$ cat config.mk
export PLATFORM = sky130hd
export DESIGN_NAME = split_qh_ctrl
export DESIGN_NICKNAME = d
export VERILOG_FILES = /design/src/rtl/split_qh_pkg.sv /design/src/rtl/split_resp_decode.sv /design/src/rtl/split_err_counter.sv /design/src/rtl/split_qh_ctrl.sv
export SDC_FILE = /design/constraint.sdc
export NUM_CORES = 1
export LEC_CHECK = 0
export CAP_MARGIN = 0
export CORE_UTILIZATION = 27
export CTS_BUF_LIST = sky130_fd_sc_hd__clkbuf_2 sky130_fd_sc_hd__clkbuf_4 sky130_fd_sc_hd__clkbuf_8
export DETAILED_ROUTE_END_ITERATION = 10
export PLACE_DENSITY = 0.55
export SLEW_MARGIN = 15
export SYNTH_ARGS = -nofsm -noshare
export SYNTH_HDL_FRONTEND = slang
export SYNTH_SLANG_ARGS = --single-unit
$ cat constraint.sdc
create_clock -name clk -period 5.9 [get_ports clk]
set_clock_uncertainty 0.05 [all_clocks]
set_input_delay 0.885 -clock clk [delete_from_list [all_inputs] [get_ports clk]]
set_output_delay 0.885 -clock clk [all_outputs]
set_load 0.02 [all_outputs]
$ cat src/rtl/split_qh_pkg.sv
package split_qh_pkg;

    typedef enum logic {
        SP_START    = 1'b0,
        SP_COMPLETE = 1'b1
    } sp_state_e;

    localparam int RESP_W = 5;

    localparam int RB_ACK   = 0;
    localparam int RB_NAK   = 1;
    localparam int RB_NYET  = 2;
    localparam int RB_STALL = 3;
    localparam int RB_XERR  = 4;

    localparam logic [1:0] PID_SETUP = 2'b10;

    typedef struct packed {
        logic ack;
        logic nak;
        logic nyet;
        logic stall;
        logic xerr;
    } resp_t;

endpackage

$ cat src/rtl/split_resp_decode.sv
module split_resp_decode
    import split_qh_pkg::*;
#(
    parameter int CODE_W = RESP_W
) (
    input  logic [CODE_W-1:0] code,
    output resp_t             resp
);
    logic single_hot;

    always_comb begin
        single_hot = (code != '0) && ((code & (code - 1'b1)) == '0);
        resp.ack   = single_hot && code[RB_ACK];
        resp.nak   = single_hot && code[RB_NAK];
        resp.nyet  = single_hot && code[RB_NYET];
        resp.stall = single_hot && code[RB_STALL];
        // anything malformed is handled like a bus error
        resp.xerr  = !single_hot || code[RB_XERR];
    end
endmodule

$ cat src/rtl/split_err_counter.sv
module split_err_counter #(
    parameter int W = 2
) (
    input  logic         clk,
    input  logic         rst_n,
    input  logic         load,
    input  logic [W-1:0] load_val,
    input  logic         reload,
    input  logic         dec,
    output logic [W-1:0] cnt,
    output logic         at_one
);
    localparam logic [W-1:0] FULL = {W{1'b1}};
    localparam logic [W-1:0] ONE  = W'(1);

    always_ff @(posedge clk or negedge rst_n) begin
        if (!rst_n) begin
            cnt <= FULL;
        end else if (load) begin
            cnt <= load_val;
        end else if (reload) begin
            cnt <= FULL;
        end else if (dec && cnt != '0) begin
            cnt <= cnt - ONE;
        end
    end

    assign at_one = (cnt == ONE);
endmodule

$ cat src/rtl/split_qh_ctrl.sv
module split_qh_ctrl
    import split_qh_pkg::*;
#(
    parameter int CERR_W = 2
) (
    input  logic              clk,
    input  logic              rst_n,
    input  logic              arm,
    input  logic [CERR_W-1:0] init_cerr,
    input  logic              visit,
    input  logic              res_valid,
    input  logic [RESP_W-1:0] res_code,
    input  logic [1:0]        pid,
    input  logic              time_ok,
    output logic              issue,
    output logic              issue_csplit,
    output logic              advance,
    output logic              retry,
    output logic              halted,
    output logic              state,
    output logic [CERR_W-1:0] cerr,
    output logic              xact_err
);
    sp_state_e cur_q, nxt;
    resp_t     rsp;
    logic      accept, is_setup;
    logic      do_reload, do_dec, do_halt, do_seterr, do_adv, do_retry;
    logic      at_one;

    split_resp_decode #(.CODE_W(RESP_W)) i_dec (
        .code (res_code),
        .resp (rsp)
    );

    split_err_counter #(.W(CERR_W)) i_cnt (
        .clk      (clk),
        .rst_n    (rst_n),
        .load     (arm),
        .load_val (init_cerr),
        .reload   (do_reload),
        .dec      (do_dec),
        .cnt      (cerr),
        .at_one   (at_one)
    );

    assign accept   = res_valid && !halted && !arm;
    assign is_setup = (pid == PID_SETUP);

    // next-state and action decode
    always_comb begin
        nxt       = cur_q;
        do_reload = 1'b0;
        do_dec    = 1'b0;
        do_halt   = 1'b0;
        do_seterr = 1'b0;
        do_adv    = 1'b0;
        do_retry  = 1'b0;
        if (accept) begin
            unique case (cur_q)
                SP_START: begin
                    do_adv = 1'b1;
                    if (rsp.stall) begin
                        do_halt = 1'b1;
                    end else if (rsp.ack) begin
                        nxt       = SP_COMPLETE;
                        do_reload = !is_setup;
                    end else if (rsp.nyet || rsp.xerr) begin
                        do_dec  = 1'b1;
                        do_halt = at_one;
                    end
                end
                SP_COMPLETE: begin
                    if (rsp.stall) begin
                        do_halt = 1'b1;
                        do_adv  = 1'b1;
                    end else if (rsp.nyet) begin
                        do_reload = !is_setup;
                        do_adv    = 1'b1;
                    end else if (rsp.xerr) begin
                        do_seterr = 1'b1;
                        do_dec    = 1'b1;
                        do_halt   = at_one;
                        do_retry  = !at_one && time_ok;
                        do_adv    = !do_retry;
                    end else begin
                        nxt    = SP_START;
                        do_adv = 1'b1;
                    end
                end
                default: nxt = SP_START;
            endcase
        end
    end

    // state register
    always_ff @(posedge clk or negedge rst_n) begin
        if (!rst_n) begin
            cur_q <= SP_START;
        end else if (arm) begin
            cur_q <= SP_START;
        end else begin
            cur_q <= nxt;
        end
    end

    // output register
    always_ff @(posedge clk or negedge rst_n) begin
        if (!rst_n) begin
            advance      <= 1'b0;
            retry        <= 1'b0;
            halted       <= 1'b0;
            xact_err     <= 1'b0;
            issue        <= 1'b0;
            issue_csplit <= 1'b0;
        end else if (arm) begin
            advance      <= 1'b0;
            retry        <= 1'b0;
            halted       <= 1'b0;
            xact_err     <= 1'b0;
            issue        <= 1'b0;
            issue_csplit <= 1'b0;
        end else begin
            advance      <= do_adv;
            retry        <= do_retry;
            halted       <= halted || do_halt;
            xact_err     <= xact_err || do_seterr;
            issue        <= visit && !halted;
            issue_csplit <= (cur_q == SP_COMPLETE);
        end
    end

    assign state = cur_q;
endmodule

==> results.json <==
{
  "ios": 24,
  "worstSkewPairLatency_ns": 0.26,
  "synth_edf_count": 0,
  "post-cts-setup-buffers": 0,
  "cp-end-kind": "flop",
  "timing.final.crit_share_pct": 44.07,
  "critPathLaunchType": "input port",
  "fillers": 261,
  "synth_sequential_area_ratio_pct": 32.68,
  "synth_ff_type": "dfrtp_1",
  "gp_congestion": 0.7695,
  "path_class": "input port to flop",
  "drc": 0,
  "cellLeakagePower_nw": 0.3867,
  "antennaDiodeCount": 0,
  "cts_buffers": 3,
  "drtIter0Drc": 14,
  "routed-via-count": 671,
  "avgSynthCellArea_um2": 9.418,
  "hold_viol": 0,
  "setup_viol": 0,
  "critPathMaxFanout": 12,
  "slowest_stage": "or4b_4",
  "grt.overflow.total": 0,
  "rsz0062_at_grt": "no",
  "async_flop_share_pct": 100.0,
  "dieHeight_um": 52.81,
  "holdBufCountCts": 0,
  "critPathTopFamily": "simple AND/OR/NAND/NOR gates",
  "vdd.ir_drop.worst_mv": 0.1258,
  "status": "finished, final reports clean",
  "slowest_delay_ns": 0.63,
  "synthCells": 74,
  "die_w_um": 52.81,
  "nets": 114,
  "fmax_ghz": 0.3846,
  "max_slew_margin_pct": 66.47,
  "start_util_pct": 28.39,
  "ys_warn_count": 0,
  "dp_hpwl_mm": 1.245,
  "core_area_um2": 2455,
  "viasPerCell": 5.325,
  "power-per-cell-area_nw_per_um2": 181.6,
  "ant_nets": 0,
  "ys_ff_latch": 9,
  "crit_buf_inv": 1,
  "io_buffers": 23,
  "ys_types": 41,
  "avgRoutedWirePerCell_um": 12.52,
  "worst_pin_slew_ns": 0.4965,
  "grt_max_degree": 13,
  "area_growth_pct": 37.16,
  "crit_chain": "clkdlybuf4s50_1 -> or4b_4 -> and4_1 -> o21a_1 -> o211ai_1",
  "setup-tns-final_ns": 0,
  "cts_root_buf": "clkbuf_4",
  "cap_violations": 0,
  "grt_pass1_wl_mm": 2.684,
  "final_util_pct": 38.94,
  "hp-class": "flop to flop",
  "drv_slew": 0,
  "layout-drive-gt1-share_pct": 10.42,
  "worstPathRequired_ns": 6.03,
  "clock-sinks": 9,
  "postRouteWirelength_mm": 1.578,
  "cts_resized": 0,
  "arrival_ns": 2.73,
  "synth_nets": 91,
  "grt_pass1_vias": 628,
  "clockBufferDepth": 2,
  "syn-cell-area_um2": 696.9,
  "clkSlewWorstSetupHoldPaths_ns": 0.06,
  "cts_tree": "done",
  "min_period_ns": 2.600,
  "grt_usage_pct": 13.25,
  "num_rows": 18,
  "drt_first_pass_iters": 4,
  "antenna_found_initial": 0,
  "htreeDepth": 1,
  "die-area_um2": 2788
}
==> worst paths after layout <==
| path | startpoint | end | slack (ns) | cells past startpoint |
|---|---|---|---|---|
| min reg2reg | xact_err | xact_err | 0.44 | 1 |
| min in group asynchronous | rst_n | state | 0.87 | 1 |
| max reg2reg | i_cnt.cnt[0] | i_cnt.cnt[1] | 3.89 | 6 |
| max | res_code[0] | i_cnt.cnt[0] | 3.30 | 5 |
| max in group asynchronous | rst_n | i_cnt.cnt[1] | 4.62 | 1 |
| min | xact_err | xact_err | 0.44 | 1 |
==> report_power, final <==
group,internal [mW],leakage (nW),switching (mW)
clock,0.0307,0.0184,0.0214
sequential,0.0669,0.116,0.00432
combinational,0.0263,0.252,0.0239
==> worst reg2reg max path, cell delays in order (launching register included) <==
cell and delay, ns:
dfstp_2 0.57, inv_1 0.05, ha_1 0.19, or4b_4 0.49, a2111oi_1 0.36, o21ai_1 0.11, o211ai_1 0.11
==> cells in the final DEF (no fill, tap or decap), types with 3 or more instances in the layout <==
master / instances
nor2_1: 3
clkdlybuf4s50_1: 23
dfrtp_1: 7
a21oi_1: 3
nor4_1: 3
a21o_1: 3
inv_1: 6
nor2b_1: 4
clkbuf_4: 4
==> stage by stage <==
step	cell area (µm²)	hold WS (ns)	worst slack, ns	total power [mW]	cells
CTS	955.9	0.4465	3.294	0.1762	126
finish	955.9	0.4397	3.300	0.1736	126
global placement	925.9	0.4304	3.056	0.1226	122
detailed placement	925.9	0.4328	3.024	0.1227	122
global route	955.9	0.4677	3.210	0.1846	126
floorplan	696.9	0.5052	3.707	0.1006	74
==> final cells by class <==
class	instances	area, µm²	area share, %
clock buffer	4	30.03	3.141
tap	30	37.54	3.927
timing repair buffer	23	230.2	24.08
inverter	6	22.52	2.356
sequential	9	227.7	23.82
multi-input combinational	54	407.9	42.67
==> kinds of logic (layout without fill, tap and decap cells) <==
logic type / Yosys count / count (layout) / share of synthesized area, %
AOI/OAI and AO/OA: 21 / 21 / 22.26
DFF: 9 / 9 / 32.68
buffers and inverters: 11 / 33 / 8.796
and+or+nand+nor: 30 / 30 / 31.42
xor gates and xnor gates: 1 / 1 / 1.257
adders and majority gates: 2 / 2 / 3.590
==> cells in the mapped netlist, types with 2 or more instances <==
master | number | area share (%)
dfrtp_1 | 7 | 25
inv_1 | 6 | 3.2
nor2b_1 | 4 | 3.6
a21o_1 | 3 | 3.2
a21oi_1 | 3 | 2.2
nor2_1 | 3 | 1.6
nor4_1 | 3 | 2.7
buf_6 | 2 | 3.2
dfstp_2 | 2 | 7.5
ha_1 | 2 | 3.6
nand3_1 | 2 | 1.4
nor3b_1 | 2 | 2.2
nor4b_1 | 2 | 2.5
o211ai_1 | 2 | 2.2
o21a_1 | 2 | 2.2
o21ai_1 | 2 | 1.4
or4b_1 | 2 | 2.9
or4b_4 | 2 | 4.0
==> metal layers <==
layer  global-route usage [%]  part of all wire (%)  vias up  routed length, µm
li1                         -                     -      328                  -
met1                    15.38                    44      323                692
met2                    22.78                    50       18                791
met3                    6.087                   5.7        2                 90
met4                    1.316                  0.25        0                  4
met5                        0                     0        -                  0
==> registers in the layout, indices dropped and copies added (netlist names) <==
name,cells
issue,1
xact_err,1
advance,1
halted,1
retry,1
i_cnt.cnt,2
issue_csplit,1
state,1
Power figures use the tool's default switching activity.
